[config.mk]
export PLATFORM = sky130hd
export DESIGN_NAME = inep_tx_ctrl
export DESIGN_NICKNAME = d
export VERILOG_FILES = /design/src/rtl/inep_pkg.sv /design/src/rtl/inep_slots.sv /design/src/rtl/inep_txfsm.sv /design/src/rtl/inep_tx_ctrl.sv
export SDC_FILE = /design/constraint.sdc
export NUM_CORES = 1
export LEC_CHECK = 0
export CAP_MARGIN = 15
export CORE_MARGIN = 2
export CORE_UTILIZATION = 43
export DETAILED_ROUTE_END_ITERATION = 12
export PLACE_DENSITY_LB_ADDON = 0.1
export SYNTH_ARGS = -nofsm -noshare
export SYNTH_HDL_FRONTEND = slang
export SYNTH_HIERARCHICAL = 1
export SYNTH_SLANG_ARGS = --single-unit
export TNS_END_PERCENT = 1
[constraint.sdc]
create_clock -name clk -period 3.5 [get_ports clk]
set_input_delay 1.05 -clock clk [delete_from_list [all_inputs] [get_ports clk]]
set_output_delay 1.05 -clock clk [all_outputs]
set_load 0.005 [all_outputs]
[src/rtl/inep_pkg.sv]
package inep_pkg;
    typedef enum logic [2:0] {
        RSP_NONE  = 3'd0,
        RSP_DATA  = 3'd1,
        RSP_ZLP   = 3'd2,
        RSP_NAK   = 3'd3,
        RSP_STALL = 3'd4
    } rsp_e;

    typedef enum logic [1:0] {
        ST_IDLE   = 2'd0,
        ST_STREAM = 2'd1,
        ST_AWAIT  = 2'd2
    } st_e;
endpackage

[src/rtl/inep_slots.sv]
module inep_slots #(
    parameter int SLOT_BYTES = 64,
    parameter int UNIT_W     = 8,
    localparam int LEN_W     = $clog2(SLOT_BYTES + 1),
    localparam int IDX_W     = $clog2(SLOT_BYTES),
    localparam int MAXB_W    = UNIT_W + 3
) (
    input  logic              clk,
    input  logic              rst_n,
    input  logic              dbl,
    input  logic              auto_set,
    input  logic [UNIT_W-1:0] max_units,
    input  logic              wr_en,
    input  logic [7:0]        wr_data,
    input  logic              set_rdy,
    input  logic              flush,
    input  logic              wipe,
    input  logic              release_i,
    input  logic [IDX_W-1:0]  rd_idx,
    output logic              in_rdy,
    output logic              pkt_present,
    output logic              head_full,
    output logic [LEN_W-1:0]  head_len,
    output logic [7:0]        rd_byte
);
    logic [1:0]       full_q, full_n;
    logic             ld_q, rd_q;
    logic [LEN_W-1:0] wcnt_q, fill;
    logic [LEN_W-1:0] len_q [2];
    logic [7:0]       mem [2][SLOT_BYTES];
    logic [MAXB_W-1:0] max_bytes;
    logic wr_ok, auto_hit, commit, flush_hit;

    assign max_bytes = {max_units, 3'b000};
    assign wr_ok     = wr_en && !full_q[ld_q] && (wcnt_q < LEN_W'(SLOT_BYTES));
    assign fill      = wcnt_q + LEN_W'(wr_ok);
    assign auto_hit  = auto_set && wr_ok && (max_bytes != '0) && (32'(fill) == 32'(max_bytes));
    assign commit    = !wipe && !full_q[ld_q] && (set_rdy || auto_hit);
    assign flush_hit = flush && full_q[rd_q];

    always_comb begin
        full_n = full_q;
        if (commit) full_n[ld_q] = 1'b1;
        if (release_i || flush_hit) full_n[rd_q] = 1'b0;
    end

    always_ff @(posedge clk) begin
        if (!rst_n || wipe) begin
            full_q <= '0;
            ld_q   <= 1'b0;
            rd_q   <= 1'b0;
            wcnt_q <= '0;
            for (int s = 0; s < 2; s++) len_q[s] <= '0;
        end else begin
            full_q <= full_n;
            if (commit) len_q[ld_q] <= fill;
            if (commit || flush) wcnt_q <= '0;
            else if (wr_ok)      wcnt_q <= fill;
            rd_q <= dbl ? (rd_q ^ (release_i || flush_hit)) : 1'b0;
            ld_q <= dbl ? (ld_q ^ (full_n[ld_q] && !full_n[~ld_q])) : 1'b0;
        end
    end

    always_ff @(posedge clk) begin
        if (wr_ok) mem[ld_q][wcnt_q[IDX_W-1:0]] <= wr_data;
    end

    assign in_rdy      = full_q[ld_q];
    assign pkt_present = |full_q;
    assign head_full   = full_q[rd_q];
    assign head_len    = len_q[rd_q];
    assign rd_byte     = mem[rd_q][rd_idx];

    // the state machine only releases a slot that actually holds a packet
    a_r7_release_has_packet: assert property (@(posedge clk) disable iff (!rst_n)
        release_i |-> head_full);
endmodule

[src/rtl/inep_txfsm.sv]
module inep_txfsm
    import inep_pkg::*;
#(
    parameter int SLOT_BYTES = 64,
    localparam int LEN_W     = $clog2(SLOT_BYTES + 1),
    localparam int IDX_W     = $clog2(SLOT_BYTES)
) (
    input  logic             clk,
    input  logic             rst_n,
    input  logic             iso,
    input  logic             send_stall,
    input  logic             wait_sof,
    input  logic             force_tog,
    input  logic             clr_tog,
    input  logic             flush_req,
    input  logic             clr_flags,
    input  logic             irq_en,
    input  logic             in_tok,
    input  logic             ack,
    input  logic             sof,
    input  logic             head_full,
    input  logic [LEN_W-1:0] head_len,
    output rsp_e             resp,
    output logic             tx_valid,
    output logic             tx_last,
    output logic             tx_pid1,
    output logic [IDX_W-1:0] rd_idx,
    output logic             release_o,
    output logic             flush_o,
    output logic             wipe_o,
    output logic             sent_stall,
    output logic             underrun,
    output logic             irq
);
    st_e              st_q, st_n;
    rsp_e             resp_q, rsp_n;
    logic [IDX_W-1:0] idx_q, idx_n;
    logic [LEN_W-1:0] len_q, len_n;
    logic tog_q, ss_q, ur_q, irq_q, sof_ok_q;
    logic rel, flip, wipe, ss_set, ur_set, done, eligible, at_last;

    assign eligible = head_full && (!iso || !wait_sof || sof_ok_q);
    assign at_last  = (idx_q == IDX_W'(len_q - 1'b1));
    assign flush_o  = flush_req && (st_q != ST_STREAM);

    always_comb begin
        st_n = st_q; rsp_n = RSP_NONE; idx_n = idx_q; len_n = len_q;
        rel = 1'b0; flip = 1'b0; wipe = 1'b0; ss_set = 1'b0; ur_set = 1'b0; done = 1'b0;
        unique case (st_q)
            ST_STREAM: begin
                if (at_last) done = 1'b1;
                else         idx_n = idx_q + 1'b1;
            end
            ST_IDLE, ST_AWAIT: begin
                if (st_q == ST_AWAIT && ack) begin
                    rel = 1'b1; flip = !force_tog; st_n = ST_IDLE;
                end else if (in_tok) begin
                    if (!iso && send_stall) begin
                        rsp_n = RSP_STALL; ss_set = 1'b1; wipe = 1'b1; st_n = ST_IDLE;
                    end else if (eligible) begin
                        rsp_n = RSP_DATA; len_n = head_len; idx_n = '0;
                        if (head_len == '0) done = 1'b1;
                        else                st_n = ST_STREAM;
                    end else if (iso) begin
                        rsp_n = RSP_ZLP; ur_set = !head_full; st_n = ST_IDLE;
                    end else begin
                        rsp_n = RSP_NAK; ur_set = 1'b1; st_n = ST_IDLE;
                    end
                end else if (flush_req) begin
                    st_n = ST_IDLE;
                end
            end
            default: st_n = ST_IDLE;
        endcase
        if (done) begin
            idx_n = '0;
            if (iso) begin rel = 1'b1; flip = 1'b1; st_n = ST_IDLE; end
            else     begin flip = force_tog; st_n = ST_AWAIT; end
        end
    end

    always_ff @(posedge clk) begin
        if (!rst_n) begin
            st_q <= ST_IDLE; resp_q <= RSP_NONE; idx_q <= '0; len_q <= '0;
            tog_q <= 1'b0; ss_q <= 1'b0; ur_q <= 1'b0; irq_q <= 1'b0; sof_ok_q <= 1'b0;
        end else begin
            st_q   <= st_n;
            resp_q <= rsp_n;
            idx_q  <= idx_n;
            len_q  <= len_n;
            tog_q  <= clr_tog ? 1'b0 : (tog_q ^ flip);
            ss_q   <= ss_set | (ss_q & ~clr_flags);
            ur_q   <= ur_set | (ur_q & ~clr_flags);
            irq_q  <= rel & irq_en;
            if (rel || wipe || flush_o) sof_ok_q <= 1'b0;
            else if (sof && head_full)  sof_ok_q <= 1'b1;
        end
    end

    always_comb begin
        resp       = resp_q;
        tx_valid   = (st_q == ST_STREAM);
        tx_last    = (st_q == ST_STREAM) && at_last;
        tx_pid1    = tog_q;
        rd_idx     = idx_q;
        release_o  = rel;
        wipe_o     = wipe;
        sent_stall = ss_q;
        underrun   = ur_q;
        irq        = irq_q;
    end

    // a NAK answer is always accompanied by the underrun flag
    a_r8_nak_sets_underrun: assert property (@(posedge clk) disable iff (!rst_n)
        (resp_q == RSP_NAK) |-> ur_q);
    // the toggle does not move while a packet is being streamed
    a_r12_pid_stable_in_stream: assert property (@(posedge clk) disable iff (!rst_n)
        (st_q == ST_STREAM && $past(st_q == ST_STREAM) && !$past(clr_tog)) |-> $stable(tog_q));
endmodule

[src/rtl/inep_tx_ctrl.sv]
module inep_tx_ctrl #(
    parameter int SLOT_BYTES = 64,
    parameter int UNIT_W     = 8,
    localparam int LEN_W     = $clog2(SLOT_BYTES + 1),
    localparam int IDX_W     = $clog2(SLOT_BYTES)
) (
    input  logic              clk,
    input  logic              rst_n,
    input  logic              cfg_dbl,
    input  logic              cfg_iso,
    input  logic              cfg_auto_set,
    input  logic              cfg_wait_sof,
    input  logic              cfg_force_tog,
    input  logic              cfg_send_stall,
    input  logic              cfg_irq_en,
    input  logic [UNIT_W-1:0] cfg_max_units,
    input  logic              fw_wr_en,
    input  logic [7:0]        fw_wr_data,
    input  logic              fw_set_rdy,
    input  logic              fw_flush,
    input  logic              fw_clr_tog,
    input  logic              fw_clr_flags,
    input  logic              bus_in_tok,
    input  logic              bus_ack,
    input  logic              bus_sof,
    output logic [2:0]        tx_resp,
    output logic              tx_valid,
    output logic [7:0]        tx_data,
    output logic              tx_last,
    output logic              tx_pid1,
    output logic              st_in_rdy,
    output logic              st_pkt_present,
    output logic              st_sent_stall,
    output logic              st_underrun,
    output logic              irq
);
    inep_pkg::rsp_e   resp;
    logic             head_full, release_s, flush_s, wipe_s;
    logic [LEN_W-1:0] head_len;
    logic [IDX_W-1:0] rd_idx;

    inep_slots #(.SLOT_BYTES(SLOT_BYTES), .UNIT_W(UNIT_W)) u_slots (
        .clk(clk), .rst_n(rst_n), .dbl(cfg_dbl), .auto_set(cfg_auto_set),
        .max_units(cfg_max_units), .wr_en(fw_wr_en), .wr_data(fw_wr_data),
        .set_rdy(fw_set_rdy), .flush(flush_s), .wipe(wipe_s), .release_i(release_s),
        .rd_idx(rd_idx), .in_rdy(st_in_rdy), .pkt_present(st_pkt_present),
        .head_full(head_full), .head_len(head_len), .rd_byte(tx_data)
    );

    inep_txfsm #(.SLOT_BYTES(SLOT_BYTES)) u_fsm (
        .clk(clk), .rst_n(rst_n), .iso(cfg_iso), .send_stall(cfg_send_stall),
        .wait_sof(cfg_wait_sof), .force_tog(cfg_force_tog), .clr_tog(fw_clr_tog),
        .flush_req(fw_flush), .clr_flags(fw_clr_flags), .irq_en(cfg_irq_en),
        .in_tok(bus_in_tok), .ack(bus_ack), .sof(bus_sof), .head_full(head_full),
        .head_len(head_len), .resp(resp), .tx_valid(tx_valid), .tx_last(tx_last),
        .tx_pid1(tx_pid1), .rd_idx(rd_idx), .release_o(release_s), .flush_o(flush_s),
        .wipe_o(wipe_s), .sent_stall(st_sent_stall), .underrun(st_underrun), .irq(irq)
    );

    assign tx_resp = resp;

    // after a STALL answer no packet remains held
    a_r10_stall_empties: assert property (@(posedge clk) disable iff (!rst_n)
        (tx_resp == 3'd4) |-> !st_pkt_present);
    // bytes are only streamed from a held packet
    a_r6_data_needs_packet: assert property (@(posedge clk) disable iff (!rst_n)
        tx_valid |-> st_pkt_present);
endmodule

==> impl_metrics.yaml <==
routing:
  drt_iter0_markers: 2273
  routedWlPerCell_um: 27.5
  via_per_inst: 5.64
  drc_errors: 0
  wirelength_um: 106000
  antenna_left: 0
  first_pass_iters: 5
  vias: 21700
timing:
  fin_tns_setup_ns: -8.75
  slew_headroom_pct: 44.6
  tightest_slew_ns: 0.831
  min_period_over_period_pct: 131
  finalHoldViolCount: 0
  fmax_ghz: 0.218
  period_needed_ns: 4.58
  setup_viol: 9
  rsz0062_at_grt: "yes"
  finalMaxSlewViolations: 0
  setup_slack_ns: -1.08
  clock_skew_ns: 0.0340
logic_synthesis:
  yosysSeqAreaShare_pct: 75.6
  ys_ff_latch: 1071
  dominantRegCellSynth: "edfxtp_1"
  avgSynthCellArea_um2: 20.2
  yosys_warnings: 6
  synth_cell_types: 63
  synthesis.instances: 2082
  synth-async-reset-ratio_pct: 0
  netlist_area_mm2: 0.0421
  synth_nets: 2119
  synth-edff-count: 1038
setup_path:
  startpoint_type: "register"
  r2r_slack_ns: 0.08
  path_cells: "buf_12, buf_12, buf_8, buf_12, mux4_2, mux4_2, nor3b_2, nor4_2, buf_4, a31oi_4, buf_2"
  cp.arrival_ns: 3.53
  cpMostUsedCell: "buf_12"
  slowest_delay_ns: 0.59
  worstPathRequired_ns: 2.45
  critPathSlowestCell: "mux4_2"
  cp_max_fo: 5
  end_kind: "primary output"
  worstSetupPathType: "register to primary output"
floorplanning:
  die_w_um: 317
  rows: 114
  die_area_mm2: 0.100
  ios: 52
  core_area_mm2: 0.0969
  die_h_um: 317
  start_util_pct: 43.5
place:
  portBuffers: 51
  place.gp.congestion: 0.803
  place_area_mm2: 0.0466
  place_inst: 3608
  dp_hpwl_um: 66700
clock_tree:
  cts_tree: "built"
  clk_path_buf_depth: 3
  cts_made_buffers: 112
  clkTransAtPathRegs_ns: 0.06
  h-tree-depth: 3
  clock_sinks: 1071
  cts.root.buffer_cell: "clkbuf_16"
  clock_latency_ns: 0.72
worst_hold_path:
  worstHoldPathType: "register to register"
flow_run:
  max_cap_violations: 0
finish:
  final_cell_count_no_fill: 3844
  fill_cells: 7511
  drive_above_1_share_pct: 33.9
  stdcell_area_mm2: 0.0512
  syn_to_final_growth_pct: 21.6
  num_antenna_cells: 0
  nNetsFinal: 2507
  final_util_pct: 52.9
pwr:
  power_density_mw_per_mm2: 528
  leakagePower_nw: 16.2
  power_w: 0.0270
  ir_drop_v: 0.000506
grt:
  antenna_found_initial: 3
  grt_usage_pct: 21.3
  grt_pass1_wl_um: 154000
  grt_overflow_total: 0
  grt_max_degree: 129
  grt_pass1_vias: 22400
status:
  status: "finished with violations"
  failed_checks: "setup timing"
[power by group]
group	switching, W	internal (W)
Clock	0.00496	0.00699
Combinational	0.000582	0.000393
Sequential	0.0000146	0.0141
[critical path, delay by kind of cell (launching register included)]
kind,cells,cell delay [ns]
AND/OR/NAND/NOR,2,0.39
buffers and inverters,6,0.85
multiplexers,2,1.14
AO/OA/AOI/OAI,1,0.04
flip-flops,1,0.40
[sequential cells by signal, summed over array words and instances, names as in the netlist, 2 cells and up]
signal,count
u_slots/full_q,2
u_slots/mem,1024
u_slots/wcnt_q,7
u_fsm/resp,3
u_fsm/rd_idx,6
u_fsm/len_q,6
u_fsm/st_q,2
u_slots/len_q,14
[worst paths after layout]
| kind | from | endpoint | cells past startpoint |
|---|---|---|---|
| setup / recovery | u_slots/rd_q | tx_data[0] | 11 |
| hold / removal | u_fsm/len_q[5] | u_fsm/len_q[5] | 2 |
| setup reg to reg | u_slots/rd_q | u_slots/ld_q | 18 |
| hold reg to reg | u_fsm/len_q[5] | u_fsm/len_q[5] | 2 |
[kinds of logic (layout without fill, tap and decap cells)]
family | after synthesis | count (layout) | synth area share [%]
AO/OA/AOI/OAI | 177 | 177 | 3.01
XOR/XNOR | 22 | 22 | 0.458
adder cells (fa/ha/maj) | 4 | 4 | 0.119
buffers and inverters | 133 | 619 | 1.65
flip-flops | 1071 | 1071 | 75.6
multiplexers | 295 | 295 | 14.9
AND/OR/NAND/NOR | 380 | 380 | 4.26
[cells in the mapped netlist, types with 12 or more instances]
cell / instances / share of area (%)
o22ai_1: 33 / 0.49
nor2b_1: 17 / 0.25
o21ai_0: 18 / 0.21
clkbuf_1: 49 / 0.44
nand2_1: 53 / 0.47
mux2i_1: 21 / 0.50
mux4_2: 264 / 14
a21oi_1: 14 / 0.17
dfxtp_1: 33 / 1.6
nor4_1: 17 / 0.25
a22oi_1: 40 / 0.71
nor2_1: 205 / 1.8
edfxtp_1: 1038 / 74
buf_1: 12 / 0.11
buf_4: 15 / 0.27
nand3_1: 16 / 0.19
buf_2: 31 / 0.37
inv_1: 15 / 0.13
[layout by cell type (no fill, tap or decap), drive strengths merged, types with 6 or more instances in the layout]
master,synthesis,layout
bufinv,0,14
nor3,7,7
nor4,21,21
or4,10,10
o221ai,8,8
edfxtp,1038,1038
nand3,16,16
xor2,11,11
a31oi,10,10
a22oi,40,40
xnor2,11,11
clkbuf,49,143
nor3b,9,9
and2,11,11
mux2i,21,21
mux4,264,264
o22ai,33,33
a21oi,15,15
buf,69,353
dfxtp,33,33
inv,15,17
mux2,10,10
o21ai,20,20
nor2,205,205
a22o,8,8
clkinv,0,49
a21o,6,6
nand2,53,53
a211o,8,8
nand2b,6,6
o22a,8,8
clkdlybuf4s50,0,35
nor2b,17,17
[cell type report]
type / count / area (um2) / area share [%]
flip-flops and latches: 1071 / 31800 / 62.2
clock buffers: 142 / 2940 / 5.73
inverters: 15 / 56.3 / 0.110
multi-input cells: 878 / 10100 / 19.7
clock inverters: 70 / 793 / 1.55
repair buffers: 392 / 3910 / 7.63
well taps: 1276 / 1600 / 3.12
[per-layer routing]
layer / vias up / routed length (um) / GRT usage (%)
met3: 138 / 5320 / 2.93
li1: 9394 / - / -
met4: 2 / 1920 / 4.58
met5: - / 13 / 0
met2: 576 / 51100 / 34.5
met1: 11600 / 47200 / 30.9
[per-stage QoR]
stage	setup slack [ns]	hold WS, ns
floorplan	-0.0788	0.469
global placement	-0.997	0.511
detailed placement	-0.980	0.520
CTS	-1.13	0.534
global route	-1.15	0.573
finish	-1.08	0.524
[timing repair]
| action | 4_1_cts | 5_1_grt |
|---|---|---|
| resized for setup | 111 | 34 |
| pin swaps | 16 | 15 |
| setup endpoints to repair | 10 | 12 |
| setup buffers | 20 | 4 |
| hold buffers | 0 | 0 |
| cloned | 6 | 0 |
Note: power is estimated with default switching activity, not from simulation.
